===== src/rtl/sxl_pkg.sv =====
package sxl_pkg;

    localparam int BUS_AW     = 32;
    localparam int DATA_W     = 32;
    localparam int LANES      = DATA_W / 8;
    localparam int LANE_W     = $clog2(LANES);
    localparam int SLOT_SHIFT = 5;

    typedef enum logic [1:0] {
        SZ_BYTE = 2'b00,
        SZ_HALF = 2'b01,
        SZ_RSVD = 2'b10,
        SZ_WORD = 2'b11
    } size_e;

    typedef enum logic [1:0] {
        ST_IDLE  = 2'd0,
        ST_BUS   = 2'd1,
        ST_DONE  = 2'd2,
        ST_FAULT = 2'd3
    } state_e;

    typedef struct packed {
        logic [BUS_AW-1:0] addr;
        logic [LANES-1:0]  be;
        logic [DATA_W-1:0] wdata;
        logic              io;
        logic              write;
        logic [LANE_W-1:0] lane;
        size_e             size;
    } bus_cmd_t;

    function automatic logic [DATA_W-1:0] lane_extract(
        input logic [DATA_W-1:0] word,
        input logic [LANE_W-1:0] lane,
        input size_e             size
    );
        logic [DATA_W-1:0] shifted;
        shifted = word >> {lane, 3'b000};
        unique case (size)
            SZ_BYTE: lane_extract = {{(DATA_W-8){1'b0}},  shifted[7:0]};
            SZ_HALF: lane_extract = {{(DATA_W-16){1'b0}}, shifted[15:0]};
            default: lane_extract = shifted;
        endcase
    endfunction

endpackage


===== src/rtl/sxl_ext_reg.sv =====
module sxl_ext_reg #(
    parameter int EXT_W = 5
) (
    input  logic             clk,
    input  logic             rst_n,
    input  logic             wr,
    input  logic [EXT_W-1:0] wdata,
    output logic [EXT_W-1:0] q
);

    always_ff @(posedge clk or negedge rst_n) begin
        if (!rst_n)  q <= '0;
        else if (wr) q <= wdata;
    end

    assert_ext_hold_R8: assert property (@(posedge clk) disable iff (!rst_n)
        !wr |=> $stable(q));
    assert_ext_load_R8: assert property (@(posedge clk) disable iff (!rst_n)
        wr |=> (q == $past(wdata)));

endmodule


===== src/rtl/sxl_decode.sv =====
module sxl_decode
    import sxl_pkg::*;
#(
    parameter int              PA_W         = 34,
    parameter int              IO_WIN_BITS  = 24,
    parameter int              MEM_WIN_BITS = 27,
    parameter logic [PA_W-1:0] IO_BASE      = 34'h1_C000_0000,
    parameter logic [PA_W-1:0] MEM_BASE     = 34'h2_0000_0000,
    localparam int             EXT_W        = BUS_AW - MEM_WIN_BITS
) (
    input  logic [PA_W-1:0]   addr,
    input  logic              write,
    input  logic [DATA_W-1:0] wdata,
    input  logic [EXT_W-1:0]  ext,
    output bus_cmd_t          cmd,
    output logic              fault
);

    localparam int IO_SPAN  = IO_WIN_BITS + SLOT_SHIFT;
    localparam int MEM_SPAN = MEM_WIN_BITS + SLOT_SHIFT;

    logic              in_io, in_mem, hit, low_dirty, misalign;
    logic [LANE_W-1:0] lane;
    size_e             size;
    logic [LANES-1:0]  be;

    assign in_io     = (addr[PA_W-1:IO_SPAN]  == IO_BASE[PA_W-1:IO_SPAN]);
    assign in_mem    = (addr[PA_W-1:MEM_SPAN] == MEM_BASE[PA_W-1:MEM_SPAN]);
    assign hit       = in_io | in_mem;
    assign size      = size_e'(addr[4:3]);
    assign lane      = addr[SLOT_SHIFT+LANE_W-1:SLOT_SHIFT];
    assign low_dirty = |addr[2:0];

    always_comb begin
        unique case (size)
            SZ_HALF: misalign = (lane == LANE_W'(LANES-1));
            SZ_WORD: misalign = (lane != '0);
            default: misalign = 1'b0;
        endcase
    end

    assign fault = !hit || low_dirty || misalign || (size == SZ_RSVD);

    for (genvar i = 0; i < LANES; i++) begin : g_be
        logic at, next;
        assign at   = (lane == LANE_W'(i));
        assign next = (LANE_W'(lane + LANE_W'(1)) == LANE_W'(i));
        assign be[i] = (size == SZ_WORD) ||
                       ((size == SZ_BYTE) && at) ||
                       ((size == SZ_HALF) && (at || next));
    end

    always_comb begin
        cmd       = '0;
        cmd.io    = in_io;
        cmd.write = write;
        cmd.lane  = lane;
        cmd.size  = size;
        cmd.be    = be;
        cmd.wdata = wdata << {lane, 3'b000};
        if (in_io)
            cmd.addr = {{(BUS_AW-IO_WIN_BITS){1'b0}}, addr[IO_SPAN-1:SLOT_SHIFT]};
        else
            cmd.addr = {ext, addr[MEM_SPAN-1:SLOT_SHIFT]};
    end

endmodule


===== src/rtl/sxl_bus_seq.sv =====
module sxl_bus_seq
    import sxl_pkg::*;
(
    input  logic              clk,
    input  logic              rst_n,
    input  logic              req_valid,
    output logic              req_ready,
    input  bus_cmd_t          dec_cmd,
    input  logic              dec_fault,
    output logic              bus_valid,
    input  logic              bus_ack,
    output bus_cmd_t          bus_cmd,
    input  logic [DATA_W-1:0] bus_rdata,
    output logic              rsp_valid,
    output logic              rsp_err,
    output logic [DATA_W-1:0] rsp_rdata
);

    state_e   state, state_nx;
    bus_cmd_t cmd_q;
    logic     accept;

    assign accept = (state == ST_IDLE) && req_valid;

    always_comb begin
        state_nx = state;
        unique case (state)
            ST_IDLE:  if (req_valid) state_nx = dec_fault ? ST_FAULT : ST_BUS;
            ST_BUS:   if (bus_ack)   state_nx = ST_DONE;
            ST_DONE:  state_nx = ST_IDLE;
            ST_FAULT: state_nx = ST_IDLE;
        endcase
    end

    always_ff @(posedge clk or negedge rst_n) begin
        if (!rst_n) state <= ST_IDLE;
        else        state <= state_nx;
    end

    always_ff @(posedge clk or negedge rst_n) begin
        if (!rst_n) begin
            cmd_q     <= '0;
            rsp_rdata <= '0;
        end else begin
            if (accept && !dec_fault) cmd_q <= dec_cmd;
            if ((state == ST_BUS) && bus_ack)
                rsp_rdata <= cmd_q.write ? '0
                                         : lane_extract(bus_rdata, cmd_q.lane, cmd_q.size);
        end
    end

    always_comb begin
        req_ready = (state == ST_IDLE);
        bus_valid = (state == ST_BUS);
        rsp_valid = (state == ST_DONE);
        rsp_err   = (state == ST_FAULT);
        bus_cmd   = cmd_q;
    end

    assert_fault_no_bus_R6: assert property (@(posedge clk) disable iff (!rst_n)
        (req_ready && req_valid && dec_fault) |=> (rsp_err && !bus_valid));
    assert_rsp_after_ack_R7: assert property (@(posedge clk) disable iff (!rst_n)
        (bus_valid && bus_ack) |=> (rsp_valid && !bus_valid));
    assert_rsp_pulse_R7: assert property (@(posedge clk) disable iff (!rst_n)
        rsp_valid |=> !rsp_valid);
    assert_bus_hold_R9: assert property (@(posedge clk) disable iff (!rst_n)
        (bus_valid && !bus_ack) |=> (bus_valid && $stable(bus_cmd.addr)
                                      && $stable(bus_cmd.be) && $stable(bus_cmd.wdata)));
    assert_busy_not_ready_R9: assert property (@(posedge clk) disable iff (!rst_n)
        bus_valid |-> !req_ready);
    assert_be_shape_R4: assert property (@(posedge clk) disable iff (!rst_n)
        bus_valid |-> ($countones(bus_cmd.be) == 1 || $countones(bus_cmd.be) == 2
                       || $countones(bus_cmd.be) == LANES));
    assert_io_upper_zero_R3: assert property (@(posedge clk) disable iff (!rst_n)
        (bus_valid && bus_cmd.io) |-> (bus_cmd.addr[BUS_AW-1:24] == '0));

endmodule


===== src/rtl/sparse_xlate.sv =====
module sparse_xlate
    import sxl_pkg::*;
#(
    parameter int              PA_W         = 34,
    parameter int              IO_WIN_BITS  = 24,
    parameter int              MEM_WIN_BITS = 27,
    parameter logic [PA_W-1:0] IO_BASE      = 34'h1_C000_0000,
    parameter logic [PA_W-1:0] MEM_BASE     = 34'h2_0000_0000,
    localparam int             EXT_W        = BUS_AW - MEM_WIN_BITS
) (
    input  logic              clk,
    input  logic              rst_n,
    input  logic              req_valid,
    output logic              req_ready,
    input  logic [PA_W-1:0]   req_addr,
    input  logic              req_write,
    input  logic [DATA_W-1:0] req_wdata,
    output logic              rsp_valid,
    output logic              rsp_err,
    output logic [DATA_W-1:0] rsp_rdata,
    input  logic              ext_wr,
    input  logic [EXT_W-1:0]  ext_wdata,
    output logic [EXT_W-1:0]  ext_rdata,
    output logic              bus_valid,
    input  logic              bus_ack,
    output logic [BUS_AW-1:0] bus_addr,
    output logic              bus_io,
    output logic              bus_write,
    output logic [LANES-1:0]  bus_be,
    output logic [DATA_W-1:0] bus_wdata,
    input  logic [DATA_W-1:0] bus_rdata
);

    bus_cmd_t dec_cmd, bus_cmd;
    logic     dec_fault;

    sxl_ext_reg #(.EXT_W(EXT_W)) u_ext (
        .clk   (clk),
        .rst_n (rst_n),
        .wr    (ext_wr),
        .wdata (ext_wdata),
        .q     (ext_rdata)
    );

    sxl_decode #(
        .PA_W         (PA_W),
        .IO_WIN_BITS  (IO_WIN_BITS),
        .MEM_WIN_BITS (MEM_WIN_BITS),
        .IO_BASE      (IO_BASE),
        .MEM_BASE     (MEM_BASE)
    ) u_dec (
        .addr  (req_addr),
        .write (req_write),
        .wdata (req_wdata),
        .ext   (ext_rdata),
        .cmd   (dec_cmd),
        .fault (dec_fault)
    );

    sxl_bus_seq u_seq (
        .clk       (clk),
        .rst_n     (rst_n),
        .req_valid (req_valid),
        .req_ready (req_ready),
        .dec_cmd   (dec_cmd),
        .dec_fault (dec_fault),
        .bus_valid (bus_valid),
        .bus_ack   (bus_ack),
        .bus_cmd   (bus_cmd),
        .bus_rdata (bus_rdata),
        .rsp_valid (rsp_valid),
        .rsp_err   (rsp_err),
        .rsp_rdata (rsp_rdata)
    );

    assign bus_addr  = bus_cmd.addr;
    assign bus_io    = bus_cmd.io;
    assign bus_write = bus_cmd.write;
    assign bus_be    = bus_cmd.be;
    assign bus_wdata = bus_cmd.wdata;

endmodule


===== config.mk =====
export PLATFORM = sky130hd
export DESIGN_NAME = sparse_xlate
export DESIGN_NICKNAME = d
export VERILOG_FILES = /design/src/rtl/sxl_pkg.sv /design/src/rtl/sxl_ext_reg.sv /design/src/rtl/sxl_decode.sv /design/src/rtl/sxl_bus_seq.sv /design/src/rtl/sparse_xlate.sv
export SDC_FILE = /design/constraint.sdc
export NUM_CORES = 1
export LEC_CHECK = 0
export ABC_AREA = 1
export ABC_CLOCK_PERIOD_IN_PS = 1200
export BUFFER_PORTS_ARGS = -buffer_cell sky130_fd_sc_hd__buf_4
export CAP_MARGIN = 25
export CORE_AREA = 2 2 106 160
export CTS_CLUSTER_DIAMETER = 80
export DETAILED_ROUTE_END_ITERATION = 7
export DIE_AREA = 0 0 108 162
export PLACE_DENSITY = 0.68
export RECOVER_POWER = 50
export SYNTH_ARGS = -nofsm -noshare
export SYNTH_HDL_FRONTEND = slang
export SYNTH_HIERARCHICAL = 1
export SYNTH_SLANG_ARGS = --single-unit

===== constraint.sdc =====
create_clock -name clk -period 1.2 [get_ports clk]
set_clock_uncertainty 0.05 [all_clocks]
set_input_delay 0 -clock clk [delete_from_list [all_inputs] [get_ports clk]]
set_output_delay 0 -clock clk [all_outputs]
set_load 0.02 [all_outputs]

# --- After elaboration in Yosys (flattened, before gate mapping) ---
# Cells that the tools add are included.
word_totals:
  ff_bits: 113
  latchBits: 0
  ramBits: 0
  mem_bits_ro: 0
  inputBits: 109
  out_inout_bits: 111
  word_cells: 76
  n_memories: 0
op_classes:
  add_sub_neg: 1
  n_mul: 0
  div_mod_pow: 0
  n_lt_le_gt_ge: 0
  n_eq_ne: 17
  shift: 2
  n_mux: 8
  bitwise_logic: 1
  reduce_logical: 37
op_table:
  columns: ["operator", "n"]
  rows:
  - ["32-bit 2-to-1 mux", 2]
  - ["32-bit one-hot mux with 2 select lines", 1]
  - ["32-bit by 5-bit left shift with 32-bit output", 1]
  - ["32-bit by 5-bit >> shifter with 32-bit output", 1]
  - ["2-bit equality test, second input constant", 9]
  - ["1-bit logical OR", 15]
  - ["1-bit logical AND", 11]
  - ["2-bit by 1-bit equality test with 1-bit output, second input constant", 5]
  - ["2-bit zero test", 5]
  - ["2-bit 2-to-1 mux", 3]
  - ["2-bit one-hot mux with 3 select lines", 1]
  - ["5-bit by 4-bit equality test with 1-bit output, second input constant", 1]
  - ["3-bit OR reduction", 1]
  - ["2-bit by 1-bit adder with 2-bit output, second input constant", 1]
  - ["1-bit zero test", 2]
  - ["2-bit by 1-bit inequality test with 1-bit output, second input constant", 1]
  - ["2-bit inequality test, second input constant", 1]
  - ["1-bit one-hot mux with 2 select lines", 1]
  - ["2-bit AND reduction", 1]
  - ["2-bit nonzero test", 1]
  - ["2-bit OR reduction", 1]
  - ["1-bit OR", 1]

# --- Depth between registers and ports, before layout ---
logic_depth:
  ltp_word: 9
  ltp_mapped: 14
  ltp_nobuf: 10

# --- Hierarchy ---
# Netlist, hierarchy kept.
by_module_without_submodules:
  columns: ["module", "n_inst", "cells_per_inst", "area_each_um2", "seq_area_each_um2"]
  rows:
  - ["sxl_bus_seq", 1, 606, 5063.6, 2702.6]
  - ["sxl_decode", 1, 202, 1086.0, 0.0]
  - ["sxl_ext_reg", 1, 21, 185.2, 125.1]

# --- Worst setup path before layout ---
# No wires, ideal clock.
synth_timing:
  path_type: "in2reg"
  from: "input req_addr[5]"
  to: "register u_seq.cmd_q, in the netlist u_seq/bus_cmd[57]"
  t_arrival_ns: 1.348
  path_slack_ns: -0.316
  stages: 14
  n_path_buf: 4
  path_cell_list: "buf_6 inv_6 buf_6 ha_1 inv_1 nand3_1 nand2_1 nor2_1 nand2_1 nand3b_4 buf_6 buf_4 nand2_1 o21ai_2"
synth_via:
  elab_chain_len: 6
  word_cells_on_any_way: 7
  classes_between: "eq/ne (1); mux (1); reduce/logical (5)"
synth_lines:
  columns: ["element", "line", "rtl"]
  rows:
  - ["start: declaration", "sparse_xlate.sv:15", "input logic [PA_W-1:0] req_addr,"]
  - ["2-bit equality test / 2-bit nonzero test (equally long branches)", "sxl_decode.sv:36, sxl_decode.sv:37", null]
  - ["1-bit one-hot mux with 2 select lines *", "sxl_decode.sv:35", "unique case (size)"]
  - ["1-bit logical OR * (2 in a row)", "sxl_decode.sv:42", "assign fault = !hit || low_dirty || misalign || (size == SZ_RSVD);"]
  - ["via dec_fault", "sparse_xlate.sv:35", "logic dec_fault;"]
  - ["1-bit zero test *", "sxl_bus_seq.sv:45", "if (accept && !dec_fault) cmd_q <= dec_cmd;"]
  - ["1-bit logical AND *", "sxl_bus_seq.sv:45", null]
  - ["end signal: assignment", "sxl_bus_seq.sv:45", null]
  - ["end: declaration", "sxl_bus_seq.sv:20", "bus_cmd_t cmd_q;"]
# Mark *: on every way through the listed nets, which the timed path passes. The rest lies on a longest branch.
# A chain may end at the register's enable or synchronous reset.

# --- Worst setup path after layout ---
layout_timing:
  from: "register u_seq.state[0]"
  to: "register u_seq.cmd_q, in the netlist u_seq/bus_cmd[1]"
layout_via:
  elab_chain_len: 3
layout_lines:
  columns: ["element", "line", "rtl"]
  rows:
  - ["start: declaration", "sxl_bus_seq.sv:19", "state_e state, state_nx;"]
  - ["start signal: assignment", "sxl_bus_seq.sv:37", "else state <= state_nx;"]
  - ["2-bit zero test", "sxl_bus_seq.sv:23", "assign accept = (state == ST_IDLE) && req_valid;"]
  - ["1-bit logical AND", "sxl_bus_seq.sv:23", null]
  - ["1-bit logical AND", "sxl_bus_seq.sv:45", null]
# No other way between the ends.

==> flow_summary.toml <==
[status]
outcome = "complete, but fails checks"
violations = "negative setup slack"

[sta]
max_freq_mhz = 702
hold_viol = 0
period_share = 1.19
tightest_slew_ns = 0.704
rsz0062_at_grt = "true"
maxSlewHeadroom = 0.530
finalMaxSlewViolations = 0
layout_setup_ws_ns = -0.225
finalSetupViolCount = 101
period_needed_ns = 1.43

[yosys]
synthCells = 829
synth_common_cells = "nand2_1 (288), inv_1 (123), dfrtp_1 (113), nand3_1 (50), o21ai_2 (40)"
avgSynthCellArea_um2 = 7.64
synth.most_common_cell = "nand2_1"
synth_cell_type_count = 29
syn_nets = 943
synth_top_area_share = 0.446
netlist_area_um2 = 6330
synthArstFlopShare = 1.00
synthFlopType = "dfrtp_1"
yosys_warnings = 6
ys_seq_elements = 113
synth_top_cell_by_area = "dfrtp_1"
synth.area.top_cells = "dfrtp_1 (45%), nand2_1 (17%), inv_1 (7.3%)"
yosysSeqAreaShare = 0.446
synth_edf_count = 0

[route]
vias = 6378
drt_first_pass_iters = 5
routed_wirelength_um = 20200
routedWlPerCell_um = 14.8
wl_met1_um = 7830
first_iter_violations = 319
viasPerCell = 4.66
dr_wl_met3_um = 943
top_layer_used = "met4"
drc = 0
wl_met2_um = 10800
drtAntennaViolNets = 0

[setup_path]
worstSetupEndpointType = "flop"
path_class = "flop to flop"
crit_path_start = "u_seq/state[0]"
crit_fanout = 19
ff2ff_setup_slack_ns = -0.23
timing.rr.start = "u_seq/state[0]"
r2r_cells = 6
setup.worst_path.end = "u_seq/bus_cmd[1]"
startpoint_type = "flop"
worstPathArrival_ns = 1.65
r2r-end = "u_seq/bus_cmd[1]"
worstPathRequired_ns = 1.43

[die]
core.rowCount = 57
start_util = 0.395
coreArea_um2 = 16000
die_h_um = 162
die_w_um = 108
die_area_um2 = 17500
io-pin-count = 220

[hold_path]
hp-class = "primary input to flop"

[placement]
placedCellCount = 1222
gp_congestion = 0.849
place_ws_ns = -0.306
port-buffer-count = 219
hpwl_um = 12800

[finish]
multi_input_area_um2 = 2590
num_antenna_cells = 0
fin_util = 0.629
area_growth_syn_to_layout_pct = 59.3
ff_latch_area_um2 = 2830
final_nets = 1263
drive_gt1_frac = 0.343
final_cells = 1368
nFillCells = 1339

[clock_network]
clock_latency_ns = 0.41
cts_num_sinks = 113
cts.path.max_buffers = 2
clk_pin_slew_worst_paths_ns = 0.05
cts-root-buf = "clkbuf_16"
cts_buffers = 17
tritoncts = "done"
cts_htree_levels = 4

[pwr]
p_seq_frac = 0.315
leakagePower_uw = 0.00548
p_clk_frac = 0.305
cellInternalPower_uw = 10900
p_total_uw = 16700
p_switching_uw = 5840
peakVddDrop_v = 0.000856
pwr-share-comb = 0.381
sw_frac_of_total = 0.349
power.density_nw_per_um2 = 1660

[grt]
grt_pass1_wl_um = 29300
grt_max_degree = 75
grt_pass1_vias = 5989
gr-total-overflow = 0
antenna_found_initial = 0
grt.total_usage = 0.213

[flow_run]
maxCapViolCount = 0
## power groups by stage
stage | Clock, uW | Combinational, uW | Sequential, uW
6_report | 5100 | 6370 | 5270
3_3_place_gp | 0 | 5600 | 5290
3_5_place_dp | 0 | 5670 | 5290
4_1_cts | 5200 | 6170 | 5240
5_1_grt | 5360 | 6870 | 5370
2_1_floorplan | 0 | 2070 | 6170
## cells by family after synthesis
group,after synthesis,share of synthesized area
AO/OA/AOI/OAI,123,0.124
buffers and inverters,199,0.164
AND/OR/NAND/NOR,389,0.255
flip-flops,113,0.446
adder cells (fa/ha/maj),5,0.00988
## routing by layer
layer,track usage,vias up
met4,0.108,0
met5,0,-
li1,-,3156
met1,0.247,2946
met2,0.376,234
met3,0.0333,42
## what timing repair did
action                                 in CTS  in global routing
buffers inserted                            3                  4
gates resized for setup                    17                 34
hold buffers                              100                  0
setup endpoints to repair                 111                112
endpoints found under the hold margin     206                  0
cloned                                      0                  7
pin swaps                                   1                  1
## worst max-delay path, cell delays in order, from the launching register on
cell       delay (ns)
dfrtp_2          0.48
nor2_4           0.18
nand3b_4         0.10
buf_12           0.16
clkbuf_16        0.20
nand2_2          0.06
o21ai_1          0.06
## stage by stage
step / area [um^2] / setup TNS (ns) / hold slack, ns
after global placement: 8180 / -17.13 / -0.244
after detailed placement: 8180 / -23.20 / -0.244
final: 10100 / -15.76 / 0.0236
after floorplan: 6390 / -14.68 / -0.346
after CTS: 9850 / -12.42 / 0.00543
after global routing: 10100 / -21.52 / 0.0277
## worst min path at each step
stage	from	end	cells after the start
2_1_floorplan	rst_n	u_ext/q[0]	0
3_3_place_gp	rst_n	u_seq/rsp_rdata[4]	1
3_5_place_dp	rst_n	u_seq/rsp_rdata[4]	1
4_1_cts	req_wdata[28]	u_seq/bus_cmd[34]	6
5_1_grt	req_wdata[28]	u_seq/bus_cmd[34]	6
6_report	req_wdata[28]	u_seq/bus_cmd[34]	6
## placed cells by master (no fill, tap or decap), types with 22 or more instances in the layout
master	netlist	routed
a21oi_1	26	25
buf_4	32	241
dfrtp_1	113	110
dlygate4sd3_1	0	100
inv_1	123	120
nand2_1	288	269
nand3_1	50	47
nor2_1	29	22
o21ai_1	15	31
o21ai_2	40	44
## area by class of cell
type,instances,share of cell area
timing repair buffer,374,0.331
sequential,113,0.281
multi-input combinational,517,0.256
inverter,126,0.0476
clock buffer,19,0.0429
tap,206,0.0255
clock inverter,13,0.0161
## state kept, by name (all words and copies together) (netlist names)
| register | count |
|---|---|
| u_ext/q | 5 |
| u_seq/bus_cmd | 74 |
| u_seq/state | 2 |
| u_seq/rsp_rdata | 32 |
Note: power is estimated with default switching activity, not from simulation.
